### src/rtl/cam_bringup_seq.sv
module cam_bringup_seq #(
  parameter int          CLK_HZ   = 100_000_000,
  parameter int          HOLD_US  = 3000,
  parameter int          WAIT_US  = 3000,
  parameter int          REF_HZ   = 24_000_000,
  parameter int          CFG_LEN  = 4,
  parameter logic [7:0]  CFG_BASE = 8'h20,
  parameter logic [7:0]  ID_REG   = 8'h0A,
  parameter logic [7:0]  ID_VAL   = 8'h26,
  parameter logic [6:0]  DEV_ID   = 7'h30
) (
  input  logic       clk,
  input  logic       rst_n,
  output logic       cam_rst_n,
  output logic       cam_refclk,
  output logic       req_valid,
  output logic       req_read,
  output logic [7:0] req_dev,
  output logic [7:0] req_addr,
  output logic [7:0] req_wdata,
  input  logic       bus_done,
  input  logic [7:0] bus_rdata,
  input  logic       bus_err,
  output logic       cfg_ready,
  output logic       id_bad
);
  localparam int HOLD_CYC = CLK_HZ / 1_000_000 * HOLD_US;
  localparam int WAIT_CYC = CLK_HZ / 1_000_000 * WAIT_US;
  localparam int DLY_MAX  = (HOLD_CYC > WAIT_CYC) ? HOLD_CYC : WAIT_CYC;
  localparam int CW       = $clog2(DLY_MAX + 1);
  localparam int REF_RAW  = CLK_HZ / (2 * REF_HZ);
  localparam int REF_HALF = (REF_RAW < 1) ? 1 : REF_RAW;
  localparam int RW       = $clog2(REF_HALF + 1);
  localparam int IW       = $clog2(CFG_LEN + 1);

  typedef enum logic [2:0] {S_HOLD, S_WAIT, S_ID, S_CFG, S_READY, S_FAIL} state_t;

  state_t        state;
  logic [CW-1:0] cnt;
  logic [RW-1:0] refcnt;
  logic [IW-1:0] idx;
  logic          ref_q;

  function automatic logic [15:0] rom_entry(input logic [IW-1:0] i);
    if (int'(i) >= CFG_LEN) rom_entry = 16'hFFFF;
    else rom_entry = {8'(CFG_BASE + 8'(i)), 8'(8'h11 * (int'(i) + 1))};
  endfunction

  wire [15:0] ent  = rom_entry(idx);
  wire        last = (ent[15:8] == 8'hFF);
  wire        ok   = bus_done && !bus_err;

  always_ff @(posedge clk or negedge rst_n) begin
    if (!rst_n) begin
      refcnt <= '0;
      ref_q  <= 1'b0;
    end else if (refcnt == RW'(REF_HALF - 1)) begin
      refcnt <= '0;
      ref_q  <= ~ref_q;
    end else begin
      refcnt <= refcnt + RW'(1);
    end
  end

  always_ff @(posedge clk or negedge rst_n) begin
    if (!rst_n) begin
      state <= S_HOLD;
      cnt   <= '0;
      idx   <= '0;
    end else begin
      case (state)
        S_HOLD:
          if (cnt == CW'(HOLD_CYC - 1)) begin
            state <= S_WAIT;
            cnt   <= '0;
          end else cnt <= cnt + CW'(1);
        S_WAIT:
          if (cnt == CW'(WAIT_CYC - 1)) begin
            state <= S_ID;
            cnt   <= '0;
          end else cnt <= cnt + CW'(1);
        S_ID:
          if (ok) begin
            state <= (bus_rdata == ID_VAL) ? S_CFG : S_FAIL;
            idx   <= '0;
          end
        S_CFG:
          if (last) state <= S_READY;
          else if (ok) idx <= idx + IW'(1);
        default: state <= state;
      endcase
    end
  end

  assign cam_rst_n  = (state != S_HOLD);
  assign cam_refclk = ref_q;
  assign req_read   = (state == S_ID);
  assign req_valid  = req_read || (state == S_CFG && !last);
  assign req_dev    = {DEV_ID, req_read};
  assign req_addr   = req_read ? ID_REG : ent[15:8];
  assign req_wdata  = req_read ? 8'h00 : ent[7:0];
  assign cfg_ready  = (state == S_READY);
  assign id_bad     = (state == S_FAIL);
endmodule

### config.mk
export PLATFORM = sky130hd
export DESIGN_NAME = cam_bringup_seq
export DESIGN_NICKNAME = d
export VERILOG_FILES = /design/src/rtl/cam_bringup_seq.sv
export SDC_FILE = /design/constraint.sdc
export NUM_CORES = 1
export LEC_CHECK = 0
export ABC_AREA = 1
export BUFFER_PORTS_ARGS = -buffer_cell sky130_fd_sc_hd__buf_2
export CAP_MARGIN = 25
export CORE_UTILIZATION = 40
export CTS_BUF_LIST = sky130_fd_sc_hd__clkbuf_8
export DETAILED_ROUTE_END_ITERATION = 7
export PLACE_DENSITY = 0.67
export SYNTH_ARGS = -nofsm -noshare
export SYNTH_HDL_FRONTEND = slang
export SYNTH_SLANG_ARGS = --single-unit
### constraint.sdc
create_clock -name clk -period 2.1 [get_ports clk]
set_clock_uncertainty 0.05 [all_clocks]
set_input_delay 0.21 -clock clk [delete_from_list [all_inputs] [get_ports clk]]
set_output_delay 0.21 -clock clk [all_outputs]
set_load 0.1 [all_outputs]
### Word level (Yosys, flattened, before mapping)

Cells that the tools add are included.

* memory bits (read-only): 0
* latch bits: 0
* memories: 0
* logic and storage cells: 55
* memory bits (writable): 0
* register bits: 28
* output and inout port bits: 30
* input bits: 12

* multiply operators: 1
* add/sub/neg operators: 5
* mux-type cells: 15
* bitwise gates (word level): 1
* $lt $le $gt $ge: 1
* divide/modulo/power cells: 0
* shift-type cells: 0
* reductions and logical operators: 12
* equal/unequal tests: 15

Operator list (number)
* 3-bit 2-to-1 mux: 8
* 19-bit by 1-bit adder with 19-bit output (second input constant): 1
* 19-bit equality test (second input constant): 1
* 19-bit 2-to-1 mux: 1
* 16-bit 2-to-1 mux: 1
* 8-bit 2-to-1 mux: 2
* 3-bit one-hot mux with 4 select lines: 1
* 2-bit != test (second input constant): 5
* 8-bit by 6-bit equality test with 1-bit output (second input constant): 1
* 8-bit equality test (second input constant): 1
* 5-bit by 4-bit multiplier with 8-bit output (first input constant): 1
* 6-bit by 3-bit adder with 7-bit output (first input constant): 1
* 3-bit by 2-bit equality test with 1-bit output (second input constant): 2
* 3-bit equality test (second input constant): 2
* 3-bit one-hot mux with 2 select lines: 1
* 5-bit AND reduction: 1
* 3-bit by 1-bit adder with 4-bit output (second input constant): 1
* 4-bit AND reduction: 1
* 4-bit nonzero test: 1
* 3-bit by 1-bit adder with 3-bit output (second input constant): 1
* 3-bit by 1-bit equality test with 1-bit output (second input constant): 1
* 3-bit >= comparator (second input constant): 1
* 3-bit zero test: 1
* 3-bit nonzero test: 1
* other kinds (10): 12

### Logic depth before layout (Yosys ltp)

Gate-level depths: netlist of run 1.

* depth after elaboration: 7
* gate-level depth with buffers: 9
* mapped depth without buffers: 9

### Worst setup path after synthesis of run 1

OpenSTA, ideal clock, no wires.

* path type: reg-to-output
* start point: register state[2]
* end point: output req_addr[4]
* cell stages (with the launch flop): 8
* slack: -1.464 ns
* arrival: 3.304 ns
* path buffers: 1
* required time: 1.840 ns
* path through: dfrtp_1 > inv_2 > nand2_1 > nor2_2 > inv_1 > nand2_1 > inv_1 > buf_4

* cells in the longest elaborated chain, start to end: 2

Ends and longest elaborated chain
* start: declaration: RTL line 38 `state_t state;`
* start signal: assignment: RTL line 84 `state <= (bus_rdata == ID_VAL) ? S_CFG : S_FAIL;`
* start signal: assignment: RTL line 90 `default: state <= state;`
* 3-bit by 2-bit equality test with 1-bit output: RTL line 97 `assign req_read = (state == S_ID);`
* net req_read: RTL line 17 `output logic req_read,`
* 8-bit 2-to-1 mux: RTL line 100 `assign req_addr = req_read ? ID_REG : ent[15:8];`
* end: declaration: RTL line 19 `output logic [7:0] req_addr,`

The timed path passes the listed nets, and every way through them passes these cells.

### Worst setup path in the final report of run 1

* start point: register state[2]
* end point: output req_addr[4]

* cells in the longest elaborated chain, start to end: 2

Ends and longest elaborated chain (RTL line)
* 3-bit by 2-bit equality test with 1-bit output: 97
* 8-bit 2-to-1 mux: 100

Every way passes these cells.

==> out/metrics.cfg, run 1 <==
[finish]
diodes=0
nNetsFinal=297
fin_util_pct=46.8
final_area_mm2=0.00207
area_growth_pct=11.0
drive_above_1_share_pct=20.3

[logic_synthesis]
synth_top_area_cell=dfrtp_1
synth_seq_area_share_pct=37.7
yosys-top-cells-area=dfrtp_1, nand2_1, nand3_1, inv_1, buf_4
async_flop_share_pct=100
synthFlopType=dfrtp_1
netlist.area_leader.share_pct=37.7
syn_avg_cell_area_um2=7.32
synth_edf_count=0
yosys_warnings=0
syn_inst=254
yosysMostFrequentCell=nand2_1
syn_area_mm2=0.00186
synth_common_cells=nand2_1, inv_1, dfrtp_1, nand3_1, nor2_1
ys_types=27
synth_seq_cells=28

[routing]
via_count=1585
wl_um=3540
firstDrtPassIters=4
drc=0
dr.first_iter.drc_count=111
wl_per_cell_um=10.6
antenna_left=0
viasPerCell=4.76

[sta]
drv_slew=0
final-hold-violation-count=0
fin_crit_ns=2.00
finalSetupViolCount=0
worst_slack_ns=0.0979
rsz0062_at_grt=yes
period_share_pct=95.3
tightest_slew_ns=0.626
max_clock_freq_mhz=499
timing.hold.ws_ns=0.202
max_slew_margin_pct=58.3

[worst_setup_path]
cp_slowest_cell=buf_2
r2r_setup_slack_ns=0.48
cpPeakStageDelay_ns=0.43
cp-endpoint=req_addr[4]
critical_path.max_fanout=8
path_class=register to output pin
r2r_end=cnt[3]$_DFFE_PN0P_
r2r.worst_path.cells=6
cp_data_arrival_time_ns=1.74
path_delay_family=buffers and inverters
cp.depth=7
crit_chain=inv_2 -> nand2_1 -> nor2_4 -> inv_1 -> nand2_1 -> inv_1 -> buf_2
cp_num_buf_inv=4
startpoint_type=register
required_ns=1.84
crit_path_end_kind=output pin
startpoint=state[2]$_DFFE_PN0P_
r2r-start=state[0]$_DFFE_PN0P_

[pwr]
seqPwrFrac_pct=49.4
p_comb_share_pct=19.8
sw_frac_of_total_pct=33.1
power_density_mw_per_mm2=533
switching_power_w=0.000364
p_leak_nw=1.00
clkPwrFrac_pct=30.8
vdd_drop_max_uv=385
internal-power_w=0.000737

[grt]
antenna_found_initial=0
grt.overflow.total=0
grt_pass1_wl_um=6350
grt_pass1_vias=1473
track_usage_pct=15.8
grt_max_degree=29

[clock_tree]
clock-sinks=28
cts_buffers=3
cts_tree=yes
clk_pin_slew_ns=0.09
htreeDepth=1
cts_buffer_depth=2
post_cts_buffers=0
insertion_delay_ns=0.28
root_buffer=clkbuf_8

[status]
status=complete, no violations

[die]
die_h_um=70.2
std_cell_rows=24
die_w_um=70.2
start_util_pct=42.1
num_io_pins=42
core_area_mm2=0.00441
dieArea_mm2=0.00493

[place]
post-dp-hpwl_um=2540
dpl_worst_slack_ns=0.405
portBuffers=34
placed_area_mm2=0.00199
place.gp.congestion=0.816

[min_path]
hold_class=primary input to register

[flow_run]
maxCapViolCount=0

## placed cells by master (no fill, tap or decap), types with 2 or more instances in the layout
master / Yosys / layout
nand2_1: 57 / 57
inv_1: 35 / 35
buf_2: 0 / 29
dfrtp_1: 28 / 28
nand3_1: 27 / 27
nor2_1: 27 / 27
o21ai_0: 8 / 8
nor3_1: 7 / 7
xor2_1: 7 / 7
conb_1: 2 / 7
o21ai_1: 5 / 5
nand3_2: 5 / 5
clkbuf_4: 0 / 5
nand4_1: 4 / 4
clkbuf_8: 0 / 4
nor2_4: 2 / 3
nor2_2: 4 / 3
o21bai_1: 3 / 3
xnor2_1: 3 / 3
ha_1: 3 / 3
inv_2: 2 / 2
nor3_2: 2 / 2
## flip-flops by register name, summed over array words and instances (netlist names)
register and flops:
state 3, refcnt 2, cnt 19, idx 3, cam_refclk 1
## worst min path at each step
stage | startpoint | endpoint | slack [ns] | cells after the start
2_1_floorplan | rst_n | cam_refclk$_DFFE_PN0P_ | -0.14 | 0
3_3_place_gp | rst_n | cnt[13]$_DFFE_PN0P_ | 0.22 | 1
3_5_place_dp | rst_n | cnt[13]$_DFFE_PN0P_ | 0.23 | 1
4_1_cts | bus_err | idx[1]$_DFFE_PN0P_ | 0.20 | 4
5_1_grt | bus_err | idx[1]$_DFFE_PN0P_ | 0.23 | 4
6_report | bus_err | idx[1]$_DFFE_PN0P_ | 0.20 | 4
## per-layer routing
metal	GRT usage [%]	wire, µm	vias up
met4	5.11	33	0
met2	25.9	1640	29
li1	-	-	830
met5	0	0	-
met1	21.1	1750	722
met3	3.03	114	4
## metrics by stage
stage | setup TNS [ns] | instances | power, W
global route | -0.0329 | 333 | 0.00115
finish | 0 | 333 | 0.00110
floorplan | -12.97 | 259 | 0.000752
global placement | 0 | 328 | 0.000769
detailed placement | 0 | 328 | 0.000771
CTS | 0 | 333 | 0.00112
## timing repair
| item | CTS | global route |
|---|---|---|
| endpoints found under the setup margin | 0 | 8 |
| hold buffers | 1 | 0 |
| endpoints found under the hold margin | 28 | 0 |
| gates resized for setup | 0 | 5 |
## worst min-delay path, delay by kind of cell
kind | cells | cell delay (ns)
buf+inv | 1 | 0.09
simple gates | 2 | 0.12
compound gates | 1 | 0.06
## logic make-up (layout without fill, tap and decap cells)
kind of cell / after synthesis / after routing / synth area share (%)
adders and majority gates: 3 / 3 / 2.02
DFF: 28 / 28 / 37.7
buffers and inverters: 55 / 77 / 14.9
and+or+nand+nor: 138 / 138 / 35.0
AOI/OAI and AO/OA: 18 / 18 / 5.31
other: 2 / 7 / 0.404
xor gates and xnor gates: 10 / 10 / 4.71
## power by group through the flow
stage | logic (W) | clock network [W] | registers (W)
final | 0.000218 | 0.000339 | 0.000545
after global routing | 0.000229 | 0.000377 | 0.000546
after CTS | 0.000216 | 0.000356 | 0.000545
after detailed placement | 0.000215 | 0 | 0.000556
after global placement | 0.000214 | 0 | 0.000555
after floorplan | 0.000197 | 0 | 0.000555
## cell type report
class	instances	area (µm²)
Sequential cell	28	701
Tap cell	52	65.1
Clock buffer	4	55.1
Timing Repair Buffer	35	193
Inverter	38	145
Fill cell	447	2350
Multi-Input combinational cell	176	907
No activity file was read; power rests on OpenSTA's default activity.
==> run 2, diff against run 1 <==
--- a/config.mk
+++ b/config.mk
@@ -12,6 +12,7 @@
 export CTS_BUF_LIST = sky130_fd_sc_hd__clkbuf_8
 export DETAILED_ROUTE_END_ITERATION = 7
 export PLACE_DENSITY = 0.67
+export RECOVER_POWER = 25
 export SYNTH_ARGS = -nofsm -noshare
 export SYNTH_HDL_FRONTEND = slang
 export SYNTH_SLANG_ARGS = --single-unit
==> run 2 against run 1 <==
Against the previous run:
- maximum frequency stayed put
- sequential share of layout area unchanged
- critical path depth unchanged
- hold slack did not move
- largest cell class unchanged
- utilization stayed put
- register-to-register slack is essentially flat
- sequential power hardly changed
- count of clock-buffer cells in the layout is the same
- die area did not move
- clock power is essentially flat
- via count is the same
==> out/metrics.cfg, run 2 (synthesized netlist as in run 1, its figures left out) <==
[status]
status=complete, no violations

[worst_setup_path]
crit_path_end_kind=output pin
startpoint_type=register
cp-endpoint=req_addr[4]
crit_chain=inv_2 -> nand2_1 -> nor2_4 -> inv_1 -> nand2_1 -> inv_1 -> buf_2
r2r_setup_slack_ns=0.48  ; about the same
cp_slowest_cell=buf_2
r2r_end=cnt[3]$_DFFE_PN0P_
critical_path.max_fanout=8  ; unchanged
cp_num_buf_inv=4  ; unchanged
cpPeakStageDelay_ns=0.43  ; about the same
path_delay_family=buffers and inverters
r2r-start=state[0]$_DFFE_PN0P_
startpoint=state[2]$_DFFE_PN0P_
required_ns=1.84  ; about the same
cp.depth=7  ; unchanged
r2r.worst_path.cells=6  ; unchanged
cp_data_arrival_time_ns=1.74  ; about the same
path_class=register to output pin

[clock_tree]
cts_buffers=3  ; unchanged
post_cts_buffers=0  ; unchanged
cts_tree=yes
insertion_delay_ns=0.28  ; about the same
clock-sinks=28  ; unchanged
cts_buffer_depth=2  ; unchanged
root_buffer=clkbuf_8
htreeDepth=1  ; unchanged
clk_pin_slew_ns=0.09  ; about the same

[die]
dieArea_mm2=0.00493  ; unchanged
std_cell_rows=24  ; unchanged
core_area_mm2=0.00441  ; unchanged
start_util_pct=42.1  ; unchanged
num_io_pins=42  ; unchanged
die_w_um=70.2  ; unchanged
die_h_um=70.2  ; unchanged

[grt]
grt.overflow.total=0  ; unchanged
grt_max_degree=29  ; unchanged
antenna_found_initial=0  ; unchanged
track_usage_pct=15.8  ; unchanged
grt_pass1_wl_um=6350  ; unchanged
grt_pass1_vias=1473  ; unchanged

[min_path]
hold_depth=4  ; unchanged
hold_class=primary input to register

[finish]
nNetsFinal=297  ; unchanged
drive_above_1_share_pct=20.3  ; unchanged
area_growth_pct=11.0  ; unchanged
final_cell_mix=nand2_1, inv_1, dfrtp_1, buf_2
final_area_mm2=0.00207  ; unchanged
diodes=0  ; unchanged
reg_top3=cnt (19), idx (3), state (3)
max_flop_register=cnt
layout_commonest_cell=nand2_1
largest_reg_flops=19  ; unchanged

[place]
portBuffers=34  ; unchanged
post-dp-hpwl_um=2540  ; unchanged
placed_area_mm2=0.00199  ; unchanged
place.gp.congestion=0.816  ; unchanged

[sta]
fin_crit_ns=2.00  ; unchanged
finalSetupViolCount=0  ; unchanged
tightest_slew_ns=0.697  ; +0.0706 ns
max_clock_freq_mhz=499  ; unchanged
final-hold-violation-count=0  ; unchanged
max_slew_margin_pct=53.6  ; -4.7 points
rsz0062_at_grt=yes
period_share_pct=95.3  ; unchanged
timing.hold.ws_ns=0.202  ; unchanged
drv_slew=0  ; unchanged
setup_tns_ns=0  ; unchanged

[pwr]
power_density_mw_per_mm2=533  ; about the same
sw_frac_of_total_pct=33.1  ; about the same
vdd_drop_max_uv=385  ; about the same
p_leak_nw=1.00  ; about the same
internal-power_w=0.000737  ; about the same
seqPwrFrac_pct=49.4  ; about the same
p_comb_share_pct=19.8  ; about the same
clkPwrFrac_pct=30.8  ; about the same
switching_power_w=0.000364  ; about the same

[routing]
dr.first_iter.drc_count=111  ; unchanged
via_count=1585  ; unchanged
antenna_left=0  ; unchanged
viasPerCell=4.76  ; unchanged
wl_um=3540  ; unchanged
wl_per_cell_um=10.6  ; unchanged
drc=0  ; unchanged
firstDrtPassIters=4  ; unchanged

[flow_run]
maxCapViolCount=0  ; unchanged

==> run 2: worst min-delay path by stage <==
| stage | end | from |
|---|---|---|
| after CTS | idx[1]$_DFFE_PN0P_ | bus_err |
| after detailed placement | cnt[13]$_DFFE_PN0P_ | rst_n |
| final | idx[1]$_DFFE_PN0P_ | bus_err |
| after global placement | cnt[13]$_DFFE_PN0P_ | rst_n |
| after global routing | idx[1]$_DFFE_PN0P_ | bus_err |
| after floorplan | cam_refclk$_DFFE_PN0P_ | rst_n |
==> run 2: routing by layer <==
layer | vias up | global-route usage [%] | part of all wire, %
li1 | 830 | - | -
met1 | 722 | 21.1 | 49
met2 | 29 | 25.9 | 46
met3 | 4 | 3.03 | 3.2
met4 | 0 | 5.11 | 0.93
met5 | - | 0 | 0
==> run 2: final cells by class <==
class | count | area [µm²]
clock buffers | 4 | 55.1
fillers | 447 | 2350
inverters | 38 | 145
multi-input cells | 176 | 907
flip-flops and latches | 28 | 701
well taps | 52 | 65.1
repair buffers | 35 | 193
==> run 2: per-stage QoR <==
step	setup WS (ns)	instances	total power (W)	util, %
after floorplan	-0.964	259	0.000752	-
after global placement	0.467	328	0.000769	45.0
after detailed placement	0.405	328	0.000771	45.0
after CTS	0.0890	333	0.00112	46.5
after global routing	-0.0115	333	0.00115	46.8
final	0.0979	333	0.00110	46.8
==> run 2: repair_timing <==
item	in CTS	in global routing
setup endpoints to repair	0	8
endpoints found under the hold margin	28	0
hold buffers	1	0
resized for setup	0	5
==> run 2: worst reg2reg max path: stages, from the launching register on <==
cell and delay [ns]:
dfrtp_1 0.49, inv_2 0.14, nand3_2 0.12, nand2_4 0.19, inv_4 0.13, nor2_2 0.29
nor2_1 0.09
==> run 2: power by group through the flow <==
stage,Combinational [W],Sequential (W),Clock [W]
2_1_floorplan,0.000197,0.000555,0
3_3_place_gp,0.000214,0.000555,0
3_5_place_dp,0.000215,0.000556,0
4_1_cts,0.000216,0.000545,0.000356
5_1_grt,0.000229,0.000546,0.000377
6_report,0.000218,0.000545,0.000339
==> run 3, diff against run 2 <==
==> constraint.sdc (replaced) <==
create_clock -name clk -period 2.47 [get_ports clk]
set_clock_uncertainty 0.05 [all_clocks]
set_input_delay 0.247 -clock clk [delete_from_list [all_inputs] [get_ports clk]]
set_output_delay 0.247 -clock clk [all_outputs]
set_load 0.1 [all_outputs]
==> run 3 against run 2 <==
Against the previous run:
- first-iteration DRC count is 14% higher
- count of clock-buffer cells in the layout decreased by 1
- critical path depth did not move
- routed wire length down 2.2%
- critical path type unchanged
==> out/metrics.cfg, run 3 (synthesized netlist as in run 1, its figures left out) <==
[status]
status=complete, no violations

[die]
std_cell_rows=24  ; unchanged
dieArea_mm2=0.00493  ; unchanged
start_util_pct=42.1  ; unchanged
die_h_um=70.2  ; unchanged
num_io_pins=42  ; unchanged
core_area_mm2=0.00441  ; unchanged
die_w_um=70.2  ; unchanged

[sta]
finalSetupViolCount=0  ; unchanged
rsz0062_at_grt=no
max_slew_margin_pct=1.62  ; -52 points
tightest_slew_ns=1.48  ; +0.779 ns
max_clock_freq_mhz=497
final-hold-violation-count=0  ; unchanged
fin_crit_ns=2.01
drv_slew=0  ; unchanged
period_share_pct=81.4

[clock_tree]
root_buffer=clkbuf_8
cts_buffers=3  ; unchanged
clock-sinks=28  ; unchanged
cts_buffer_depth=2  ; unchanged
htreeDepth=1  ; unchanged
clk_pin_slew_ns=0.09  ; about the same
ctsResizeCount=0  ; unchanged
cts-hold-fix-buffers=1  ; unchanged
insertion_delay_ns=0.28  ; about the same
cts_tree=yes
post_cts_buffers=0  ; unchanged

[worst_setup_path]
required_ns=2.17  ; +0.33 ns
cpPeakStageDelay_ns=0.43  ; about the same
critical_path.max_fanout=8  ; unchanged
cp_data_arrival_time_ns=1.71  ; -0.03 ns
path_class=register to output pin
startpoint_type=register
r2r-start=cnt[0]$_DFFE_PN0P_
crit_path_end_kind=output pin
r2r_setup_slack_ns=0.81  ; +0.33 ns
r2r.worst_path.cells=6  ; unchanged
r2r_end=cnt[3]$_DFFE_PN0P_
startpoint=state[2]$_DFFE_PN0P_
cp_slowest_cell=buf_2
crit_chain=inv_2 -> nand2_1 -> nor2_4 -> inv_1 -> nand2_1 -> inv_1 -> buf_2

[pwr]
vdd_drop_max_uv=291  ; -24%
power_density_mw_per_mm2=484  ; -9.2%
p_total_w=0.00100  ; -9.1%
p_leak_nw=0.998  ; -0.37%

[finish]
drive_above_1_share_pct=19.9  ; -0.36 points
layout_commonest_cell=nand2_1
largest_reg_flops=19  ; unchanged
diodes=0  ; unchanged
max_flop_register=cnt
final_cell_mix=nand2_1, inv_1, buf_2
reg_top3=cnt (19), idx (3), state (3)
final_area_mm2=0.00207  ; +0.12%
fin_cells=333  ; unchanged
area_growth_pct=11.2
nNetsFinal=297  ; unchanged

[min_path]
hold_depth=4  ; unchanged
hp-start=bus_err
hold_path_end=idx[1]$_DFFE_PN0P_
hold_class=primary input to register

[grt]
grt_max_degree=29  ; unchanged
grt_pass1_vias=1455  ; -1.2%
grt.overflow.total=0  ; unchanged
track_usage_pct=15.3  ; -0.48 points
grt_pass1_wl_um=6140  ; -3.3%
antenna_found_initial=0  ; unchanged

[routing]
wl_um=3460  ; -2.2%
viasPerCell=4.79  ; +0.57%
firstDrtPassIters=4  ; unchanged
dr.first_iter.drc_count=127  ; +14%
wl_per_cell_um=10.4  ; -2.2%
drc=0  ; unchanged
antenna_left=0  ; unchanged
via_count=1594  ; +0.57%

[place]
dp.cells=328  ; unchanged
place.gp.congestion=0.819  ; +0.27%
placed_area_mm2=0.00199  ; unchanged
portBuffers=34  ; unchanged
post-dp-hpwl_um=2550  ; +0.41%

[flow_run]
maxCapViolCount=0  ; unchanged

==> run 3: stage by stage <==
step                      setup WS (ns)  hold WS (ns)  setup TNS (ns)  util (%)
after floorplan                  -0.631       -0.0986           -7.31         -
after global placement            0.800         0.254               0      45.0
after detailed placement          0.753         0.259               0      45.0
after CTS                         0.427         0.239               0      46.9
after global routing              0.272         0.264               0      46.9
final                             0.459         0.243               0      46.9
==> run 3: report_power, final <==
part           total (W)  internal [W]  leakage (nW)  switching, W
clock           0.000357      0.000217        0.0357      0.000140
sequential      0.000463      0.000460         0.371    0.00000245
combinational   0.000182     0.0000211         0.591      0.000161
total            0.00100      0.000699         0.998      0.000303
==> run 3: critical path, delay by kind of cell (launching register included) <==
kind	cells	cell delay (ns)
buffers and inverters	4	0.76
flip-flops	1	0.38
AND/OR/NAND/NOR	3	0.30
==> run 3: area by class of cell <==
class / instances / area, µm²
Timing Repair Buffer: 35 / 179
Fill cell: 468 / 2350
Inverter: 38 / 145
Sequential cell: 28 / 701
Multi-Input combinational cell: 176 / 907
Clock inverter: 1 / 30.0
Tap cell: 52 / 65.1
Clock buffer: 3 / 41.3
==> run 3: worst max path at each step <==
stage | to | slack (ns) | cells past startpoint
2_1_floorplan | req_addr[4] | -0.63 | 7
3_3_place_gp | req_addr[4] | 0.80 | 6
3_5_place_dp | req_addr[6] | 0.75 | 6
4_1_cts | req_addr[6] | 0.43 | 6
5_1_grt | req_addr[6] | 0.27 | 7
6_report | req_addr[6] | 0.46 | 7
==> run 3: metal layers <==
metal  global-route usage, %  vias up  share of wire, %
met5                       0        -                 0
met4                    4.22        0              0.78
met3                    2.60        4               2.6
met2                    25.3       24                47
met1                    20.8      739                49
li1                        -      827                 -
